## src/rtl/rxf_pkg.sv

```systemverilog
package rxf_pkg;

  typedef enum logic [1:0] {
    WS_IDLE = 2'd0,
    WS_HOLD = 2'd1,
    WS_PASS = 2'd2,
    WS_DROP = 2'd3
  } wstate_e;

  localparam int TAG_W = 3;

endpackage

```

## src/rtl/rxf_storage.sv

```systemverilog
module rxf_storage #(
  parameter int ENT_W  = 35,
  parameter int ADDR_W = 4
) (
  input  logic              clk,
  input  logic              we,
  input  logic [ADDR_W-1:0] waddr,
  input  logic [ENT_W-1:0]  wdata,
  input  logic [ADDR_W-1:0] raddr,
  output logic [ENT_W-1:0]  rdata
);
  localparam int DEPTH = 1 << ADDR_W;

  logic [ENT_W-1:0] mem [DEPTH];

  always_ff @(posedge clk) begin
    if (we) mem[waddr] <= wdata;
  end

  assign rdata = mem[raddr];
endmodule

```

## src/rtl/rxf_write_ctrl.sv

```systemverilog
module rxf_write_ctrl
  import rxf_pkg::*;
#(
  parameter int DATA_W = 32,
  parameter int ADDR_W = 4,
  parameter int LEN_W  = 16,
  parameter int THR_W  = 5
) (
  input  logic                     clk,
  input  logic                     rst_n,
  input  logic                     wr_valid,
  input  logic                     wr_sop,
  input  logic                     wr_eop,
  input  logic                     wr_fail,
  input  logic [DATA_W-1:0]        wr_data,
  input  logic [THR_W-1:0]         cfg_thresh,
  input  logic                     cfg_stat_en,
  input  logic [ADDR_W:0]          rd_ptr,
  output logic                     mem_we,
  output logic [ADDR_W-1:0]        mem_waddr,
  output logic [DATA_W+TAG_W-1:0]  mem_wdata,
  output logic [ADDR_W:0]          wr_ptr_o,
  output logic [ADDR_W:0]          wr_vis_o,
  output logic [ADDR_W:0]          pkt_start_o,
  output logic                     in_hold_o,
  output logic                     ev_rewind_o,
  output logic                     ev_commit_o,
  output logic                     ev_ovf_o
);
  localparam int PTR_W = ADDR_W + 1;
  localparam int ENT_W = DATA_W + TAG_W;
  localparam logic [PTR_W-1:0] DEPTH_P = PTR_W'(1 << ADDR_W);

  function automatic logic [PTR_W-1:0] span(input logic [PTR_W-1:0] a,
                                            input logic [PTR_W-1:0] b);
    return a - b;
  endfunction

  function automatic logic reach(input logic [LEN_W-1:0] c,
                                 input logic [THR_W-1:0] t);
    return 32'(c) >= 32'(t);
  endfunction

  function automatic logic [DATA_W-1:0] pack_status(input logic [LEN_W-1:0] len,
                                                    input logic err,
                                                    input logic trunc);
    logic [DATA_W-1:0] r;
    r = '0;
    r[LEN_W-1:0] = len;
    r[LEN_W]     = err;
    r[LEN_W+1]   = trunc;
    return r;
  endfunction

  function automatic logic [ENT_W-1:0] entry(input logic stat, input logic eop,
                                             input logic sop,
                                             input logic [DATA_W-1:0] d);
    return {stat, eop, sop, d};
  endfunction

  wstate_e          state_q, state_n;
  logic [PTR_W-1:0] wr_ptr_q, wr_ptr_n, wr_vis_q, wr_vis_n, start_q, start_n;
  logic [LEN_W-1:0] cnt_q, cnt_n, slen_q, slen_n;
  logic [THR_W-1:0] thr_q, thr_n;
  logic             err_q, err_n, trunc_q, trunc_n;
  logic             spend_q, spend_n, serr_q, serr_n, strunc_q, strunc_n;

  logic [PTR_W-1:0] base;
  logic             full_live, full_base;
  logic [LEN_W-1:0] cnt_inc;
  logic             err_v, commit;

  assign base      = (state_q == WS_HOLD) ? start_q : wr_ptr_q;
  assign full_live = span(wr_ptr_q, rd_ptr) == DEPTH_P;
  assign full_base = span(base, rd_ptr) == DEPTH_P;
  assign cnt_inc   = cnt_q + LEN_W'(1);
  assign err_v     = err_q | wr_fail;

  always_comb begin
    state_n   = state_q;
    wr_ptr_n  = wr_ptr_q;
    wr_vis_n  = wr_vis_q;
    start_n   = start_q;
    cnt_n     = cnt_q;
    thr_n     = thr_q;
    err_n     = err_q;
    trunc_n   = trunc_q;
    spend_n   = spend_q;
    slen_n    = slen_q;
    serr_n    = serr_q;
    strunc_n  = strunc_q;
    mem_we    = 1'b0;
    mem_waddr = wr_ptr_q[ADDR_W-1:0];
    mem_wdata = entry(1'b0, wr_eop, wr_sop, wr_data);
    ev_rewind_o = 1'b0;
    ev_ovf_o    = 1'b0;
    commit      = 1'b0;

    if (spend_q) begin
      spend_n = 1'b0;
      if (full_live) begin
        ev_ovf_o = 1'b1;
      end else begin
        mem_we    = 1'b1;
        mem_wdata = entry(1'b1, 1'b0, 1'b0, pack_status(slen_q, serr_q, strunc_q));
        wr_ptr_n  = wr_ptr_q + PTR_W'(1);
        wr_vis_n  = wr_ptr_q + PTR_W'(1);
      end
      if (wr_valid) ev_ovf_o = 1'b1;
    end else if (wr_valid && wr_sop) begin
      ev_rewind_o = (state_q == WS_HOLD);
      thr_n    = cfg_thresh;
      err_n    = 1'b0;
      trunc_n  = 1'b0;
      start_n  = base;
      wr_ptr_n = base;
      if (wr_fail || full_base) begin
        ev_ovf_o = full_base;
        cnt_n    = '0;
        state_n  = wr_eop ? WS_IDLE : WS_DROP;
      end else begin
        mem_we    = 1'b1;
        mem_waddr = base[ADDR_W-1:0];
        wr_ptr_n  = base + PTR_W'(1);
        cnt_n     = LEN_W'(1);
        commit    = wr_eop || reach(LEN_W'(1), cfg_thresh);
        if (commit) wr_vis_n = base + PTR_W'(1);
        if (wr_eop) begin
          state_n  = WS_IDLE;
          spend_n  = cfg_stat_en;
          slen_n   = LEN_W'(1);
          serr_n   = 1'b0;
          strunc_n = 1'b0;
        end else begin
          state_n = commit ? WS_PASS : WS_HOLD;
        end
      end
    end else begin
      unique case (state_q)
        WS_HOLD: begin
          if (wr_fail) begin
            ev_rewind_o = 1'b1;
            wr_ptr_n    = start_q;
            state_n     = (wr_valid && wr_eop) ? WS_IDLE : WS_DROP;
          end else if (wr_valid) begin
            if (full_live) begin
              ev_rewind_o = 1'b1;
              ev_ovf_o    = 1'b1;
              wr_ptr_n    = start_q;
              state_n     = wr_eop ? WS_IDLE : WS_DROP;
            end else begin
              mem_we   = 1'b1;
              wr_ptr_n = wr_ptr_q + PTR_W'(1);
              cnt_n    = cnt_inc;
              commit   = wr_eop || reach(cnt_inc, thr_q);
              if (commit) wr_vis_n = wr_ptr_q + PTR_W'(1);
              if (wr_eop) begin
                state_n  = WS_IDLE;
                spend_n  = cfg_stat_en;
                slen_n   = cnt_inc;
                serr_n   = 1'b0;
                strunc_n = 1'b0;
              end else if (commit) begin
                state_n = WS_PASS;
              end
            end
          end
        end
        WS_PASS: begin
          err_n = err_v;
          if (wr_valid) begin
            if (full_live) begin
              ev_ovf_o = 1'b1;
              trunc_n  = 1'b1;
              if (wr_eop) begin
                state_n  = WS_IDLE;
                spend_n  = cfg_stat_en;
                slen_n   = cnt_q;
                serr_n   = err_v;
                strunc_n = 1'b1;
              end
            end else begin
              mem_we   = 1'b1;
              wr_ptr_n = wr_ptr_q + PTR_W'(1);
              wr_vis_n = wr_ptr_q + PTR_W'(1);
              cnt_n    = cnt_inc;
              commit   = 1'b1;
              if (wr_eop) begin
                state_n  = WS_IDLE;
                spend_n  = cfg_stat_en;
                slen_n   = cnt_inc;
                serr_n   = err_v;
                strunc_n = trunc_q;
              end
            end
          end
        end
        WS_DROP: begin
          if (wr_valid && wr_eop) state_n = WS_IDLE;
        end
        default: ;
      endcase
    end
  end

  always_ff @(posedge clk) begin
    if (!rst_n) begin
      state_q  <= WS_IDLE;
      wr_ptr_q <= '0;
      wr_vis_q <= '0;
      start_q  <= '0;
      cnt_q    <= '0;
      thr_q    <= '0;
      err_q    <= 1'b0;
      trunc_q  <= 1'b0;
      spend_q  <= 1'b0;
      slen_q   <= '0;
      serr_q   <= 1'b0;
      strunc_q <= 1'b0;
    end else begin
      state_q  <= state_n;
      wr_ptr_q <= wr_ptr_n;
      wr_vis_q <= wr_vis_n;
      start_q  <= start_n;
      cnt_q    <= cnt_n;
      thr_q    <= thr_n;
      err_q    <= err_n;
      trunc_q  <= trunc_n;
      spend_q  <= spend_n;
      slen_q   <= slen_n;
      serr_q   <= serr_n;
      strunc_q <= strunc_n;
    end
  end

  assign wr_ptr_o    = wr_ptr_q;
  assign wr_vis_o    = wr_vis_q;
  assign pkt_start_o = start_q;
  assign in_hold_o   = (state_q == WS_HOLD);
  assign ev_commit_o = commit;
endmodule

```

## src/rtl/rxf_read_ctrl.sv

```systemverilog
module rxf_read_ctrl #(
  parameter int ADDR_W = 4
) (
  input  logic            clk,
  input  logic            rst_n,
  input  logic            rd_en,
  input  logic [ADDR_W:0] wr_vis,
  output logic [ADDR_W:0] rd_ptr_o,
  output logic            rd_avail,
  output logic [ADDR_W:0] rd_level,
  output logic            ev_underflow
);
  localparam int PTR_W = ADDR_W + 1;

  function automatic logic [PTR_W-1:0] visible(input logic [PTR_W-1:0] vis,
                                               input logic [PTR_W-1:0] rp);
    return vis - rp;
  endfunction

  logic [PTR_W-1:0] rd_ptr_q;
  logic             pop;

  assign rd_level     = visible(wr_vis, rd_ptr_q);
  assign rd_avail     = rd_level != '0;
  assign pop          = rd_en && rd_avail;
  assign ev_underflow = rd_en && !rd_avail;

  always_ff @(posedge clk) begin
    if (!rst_n)   rd_ptr_q <= '0;
    else if (pop) rd_ptr_q <= rd_ptr_q + PTR_W'(1);
  end

  assign rd_ptr_o = rd_ptr_q;
endmodule

```

## src/rtl/rxf_sticky_flags.sv

```systemverilog
module rxf_sticky_flags (
  input  logic clk,
  input  logic rst_n,
  input  logic flag_clr,
  input  logic set_ovf,
  input  logic set_udf,
  output logic ovf,
  output logic udf
);
  always_ff @(posedge clk) begin
    if (!rst_n) begin
      ovf <= 1'b0;
      udf <= 1'b0;
    end else begin
      ovf <= set_ovf | (ovf & ~flag_clr);
      udf <= set_udf | (udf & ~flag_clr);
    end
  end
endmodule

```

## src/rtl/rx_rewind_fifo.sv

```systemverilog
module rx_rewind_fifo
  import rxf_pkg::*;
#(
  parameter int DATA_W = 32,
  parameter int ADDR_W = 4,
  parameter int LEN_W  = 16,
  parameter int THR_W  = 5
) (
  input  logic              clk,
  input  logic              rst_n,
  input  logic [THR_W-1:0]  cfg_thresh,
  input  logic              cfg_stat_en,
  input  logic              flag_clr,
  input  logic              wr_valid,
  input  logic              wr_sop,
  input  logic              wr_eop,
  input  logic              wr_fail,
  input  logic [DATA_W-1:0] wr_data,
  input  logic              rd_en,
  output logic              rd_avail,
  output logic [ADDR_W:0]   rd_level,
  output logic [DATA_W-1:0] rd_data,
  output logic              rd_sop,
  output logic              rd_eop,
  output logic              rd_stat,
  output logic              ovf_flag,
  output logic              udf_flag
);
  localparam int ENT_W = DATA_W + TAG_W;

  logic              mem_we;
  logic [ADDR_W-1:0] mem_waddr;
  logic [ENT_W-1:0]  mem_wdata, mem_rdata;
  logic [ADDR_W:0]   wr_ptr_w, wr_vis_w, pkt_start_w, rd_ptr_w;
  logic              in_hold_w, ev_rewind_w, ev_commit_w, ev_ovf_w, ev_udf_w;

  rxf_write_ctrl #(
    .DATA_W(DATA_W), .ADDR_W(ADDR_W), .LEN_W(LEN_W), .THR_W(THR_W)
  ) wctl_i (
    .clk(clk), .rst_n(rst_n),
    .wr_valid(wr_valid), .wr_sop(wr_sop), .wr_eop(wr_eop), .wr_fail(wr_fail),
    .wr_data(wr_data), .cfg_thresh(cfg_thresh), .cfg_stat_en(cfg_stat_en),
    .rd_ptr(rd_ptr_w),
    .mem_we(mem_we), .mem_waddr(mem_waddr), .mem_wdata(mem_wdata),
    .wr_ptr_o(wr_ptr_w), .wr_vis_o(wr_vis_w), .pkt_start_o(pkt_start_w),
    .in_hold_o(in_hold_w), .ev_rewind_o(ev_rewind_w),
    .ev_commit_o(ev_commit_w), .ev_ovf_o(ev_ovf_w)
  );

  rxf_storage #(.ENT_W(ENT_W), .ADDR_W(ADDR_W)) mem_i (
    .clk(clk), .we(mem_we), .waddr(mem_waddr), .wdata(mem_wdata),
    .raddr(rd_ptr_w[ADDR_W-1:0]), .rdata(mem_rdata)
  );

  rxf_read_ctrl #(.ADDR_W(ADDR_W)) rctl_i (
    .clk(clk), .rst_n(rst_n), .rd_en(rd_en), .wr_vis(wr_vis_w),
    .rd_ptr_o(rd_ptr_w), .rd_avail(rd_avail), .rd_level(rd_level),
    .ev_underflow(ev_udf_w)
  );

  rxf_sticky_flags flags_i (
    .clk(clk), .rst_n(rst_n), .flag_clr(flag_clr),
    .set_ovf(ev_ovf_w), .set_udf(ev_udf_w),
    .ovf(ovf_flag), .udf(udf_flag)
  );

  assign rd_data = mem_rdata[DATA_W-1:0];
  assign rd_sop  = mem_rdata[DATA_W];
  assign rd_eop  = mem_rdata[DATA_W+1];
  assign rd_stat = mem_rdata[DATA_W+2];
endmodule

```

## config.mk

```make
export PLATFORM = sky130hd
export DESIGN_NAME = rx_rewind_fifo
export DESIGN_NICKNAME = d
export VERILOG_FILES = /design/src/rtl/rxf_pkg.sv /design/src/rtl/rxf_storage.sv /design/src/rtl/rxf_write_ctrl.sv /design/src/rtl/rxf_read_ctrl.sv /design/src/rtl/rxf_sticky_flags.sv /design/src/rtl/rx_rewind_fifo.sv
export SDC_FILE = /design/constraint.sdc
export NUM_CORES = 1
export LEC_CHECK = 0
export ABC_CLOCK_PERIOD_IN_PS = 7600
export CAP_MARGIN = 20
export CORE_MARGIN = 2
export CORE_UTILIZATION = 61
export CTS_CLUSTER_SIZE = 8
export DETAILED_ROUTE_END_ITERATION = 12
export PLACE_DENSITY = 0.79
export REMOVE_ABC_BUFFERS = 1
export SLEW_MARGIN = 25
export SYNTH_ARGS = -nofsm -noshare
export SYNTH_HDL_FRONTEND = slang
export SYNTH_SLANG_ARGS = --single-unit
```

## constraint.sdc

```tcl
create_clock -name clk -period 7.6 [get_ports clk]
set_input_delay 1.52 -clock clk [delete_from_list [all_inputs] [get_ports clk]]
set_output_delay 1.52 -clock clk [all_outputs]
set_load 0.02 [all_outputs]
```

==> out/results.ini <==
[cts]
numClockSinks = 630
ctsResizeCount = 0
tritoncts = built
path_clk_slew_ns = 0.05
postCtsHoldBufs = 0
insertion_delay_ns = 0.62
cts_htree_levels = 3
cts_buffers = 88
cts_buffer_depth = 3
cts_setup_buffers = 0
cts_root_buffer = clkbuf_16

[logic_synthesis]
synth_top_area_share = 0.6367
muxShareOfSynthArea = 0.1653
yosys.area.top_type = edfxtp_1
synth_fa_ha_area_frac = 0.01213
synth_top_family_by_area = multiplexers
async_reset_ff_frac = 0
synth_compound_area_frac = 0.04851
yosys.area_share.simple = 0.05405
synth-seq-cells = 630
yosys_warnings = 0
synth.area.top_cells = edfxtp_1 64%, mux4_2 15%, dfxtp_1 5.3%
seq_area_frac_synth = 0.6897
synth-edff-count = 560
yosysMostFrequentCell = edfxtp_1
netlist_instances = 1527
synthXorXnorAreaFrac = 0.01052
synth_ff_type = edfxtp_1
synth_common_cells = 560 x edfxtp_1, 175 x mux4_2, 102 x nor2_1
synthDistinctLibCells = 70
syn_avg_cell_area_um2 = 17.30
syn_area_um2 = 26410

[detailed_routing]
vias_per_cell = 6.678
drt_iter0_markers = 2116
avgRoutedWirePerCell_um = 29.47
routed_wirelength_um = 66820
route.vias.total = 15140
ant_nets = 0
post-route-drc-count = 0
first_pass_iters = 6

[layout]
layout.nets = 1714
final_area_um2 = 30610
instances_no_fill = 2267
area_growth_syn_to_layout_pct = 15.91
drive_above_1_share = 0.2159

[floorplan]
core_area_um2 = 42890
start_util = 0.6159
dieArea_um2 = 44980
num_rows = 76
die_h_um = 212.1
die_x_um = 212.1
pin_count = 89

[global_routing]
grt_max_degree = 141
grt_pass1_vias = 15430
grt_pass1_wl_um = 99680
gr-total-overflow = 0
antenna_found_initial = 0
track_usage = 0.3068

[sta]
hold_viol_final = 0
rsz0062_at_grt = no
worstMarginPinSlew_ns = 1.133
skew_ns = 0.01961
timing.setup.tns_ns = 0
setup_viol = 0
maxSlewHeadroom = 0.2415
post-route-period-util = 0.7747
post-route-min-period_ns = 5.888
final_max_slew_viol_count = 0
max_freq_ghz = 0.1698

[pwr]
clock_power_share = 0.379
comb_power_share = 0.199
switching_share = 0.2632
p_total_uw = 9329
leakage_uw = 0.009634
switching_power_uw = 2455
p_int_uw = 6873
irDropWorstVdd_uv = 204.3
seq_power_share = 0.422
p_per_area_nw_per_um2 = 304.7

[placed_design]
place_area_um2 = 28170
port_buffers = 88
gp_congestion = 0.8881
dp_hpwl_um = 36490
dp_cells = 2138

[worst_setup_path]
rr_worst_depth = 13
end_kind = flop
worstSetupStartpointType = flop
crit_arrival_ns = 6.18
crit_fanout = 23
path_class = reg -> reg
cp.required_ns = 7.90

[min_path]
holdPathStages = 2
hold_path.class = reg -> reg

[run_status]
status = finished, final reports clean

[job]
cap_violations = 0

==> metal layers <==
| metal | routed length (um) | global-route usage | vias up |
|---|---|---|---|
| li1 | - | - | 6348 |
| met1 | 25250 | 0.4043 | 7816 |
| met2 | 34350 | 0.5145 | 846 |
| met3 | 5168 | 0.05702 | 130 |
| met4 | 2052 | 0.1175 | 0 |
| met5 | 0 | 0 | - |
==> cells by family after synthesis <==
family / Yosys count
flops: 630
simple gates: 301
mux: 215
compound gates: 195
buf+inv: 131
xor+xnor: 30
fa+ha+maj: 25
==> final cells by class <==
cell class / instances / area [um^2]
inverter: 34 / 127.6
clock buffer: 121 / 2347
antenna: 1 / 2.502
sequential: 630 / 18230
fill: 2510 / 12270
multi-input combinational: 766 / 7814
tap: 585 / 732.0
timing repair buffer: 123 / 1276
clock inverter: 7 / 85.08
==> worst paths after layout <==
| check | endpoint | start | slack, ns |
|---|---|---|---|
| max | mem_i.mem[7][26]$_DFFE_PP_ | wctl_i.state_q[0]$_SDFFE_PN0P_ | 1.71 |
| max reg2reg | mem_i.mem[7][26]$_DFFE_PP_ | wctl_i.state_q[0]$_SDFFE_PN0P_ | 1.71 |
| min reg2reg | wctl_i.thr_q[4]$_SDFFE_PN0P_ | wctl_i.thr_q[4]$_SDFFE_PN0P_ | 0.46 |
| min | wctl_i.thr_q[4]$_SDFFE_PN0P_ | wctl_i.thr_q[4]$_SDFFE_PN0P_ | 0.46 |
==> placed cells by master (no fill, tap or decap), drive strengths merged, types with 36 or more instances in the layout <==
cell type / instances
a21oi: 55
buf: 36
clkbuf: 121
clkdlybuf4s50: 87
dfxtp: 70
edfxtp: 560
inv: 37
mux4: 175
nand2: 73
nor2: 103
o21ai: 39
==> power by group through the flow <==
stage / combinational (uW) / sequential (uW) / clock, uW
6_report: 1850 / 3940 / 3540
5_1_grt: 1960 / 3950 / 3700
4_1_cts: 1860 / 3940 / 3570
3_5_place_dp: 1820 / 4000 / 0
3_3_place_gp: 1790 / 4000 / 0
2_1_floorplan: 1280 / 4120 / 0
==> state kept, by name, summed over array words and instances, names as in the netlist, 2 cells and up, named ones only <==
signal              count
mem_i.mem             560
rctl_i.rd_ptr_o         5
wctl_i.cnt_q           16
wctl_i.pkt_start_o      5
wctl_i.slen_q          16
wctl_i.state_q          2
wctl_i.thr_q            5
wctl_i.wr_ptr_o         5
wctl_i.wr_vis_o         5
==> critical path, cell delays in order, from the launching register on <==
cell and delay (ns):
dfxtp_1 0.38, ha_1 0.49, mux2i_1 0.57, inv_1 0.23, ha_1 0.37, and3b_1 0.19
a211oi_1 0.28, nor3b_1 0.68, a2111oi_2 0.16, buf_4 0.22, mux2i_1 0.38, nand2_1 0.36
nor2_4 0.87, buf_4 0.37
==> stage by stage <==
stage	hold slack [ns]	setup slack, ns	util
after floorplan	0.4363	-0.9000	-
after global placement	0.4490	2.145	0.6534
after detailed placement	0.4558	1.927	0.6569
after CTS	0.4625	1.841	0.7136
after global routing	0.4912	1.322	0.7138
final	0.4608	1.712	0.7139
Power figures use the tool's default switching activity.
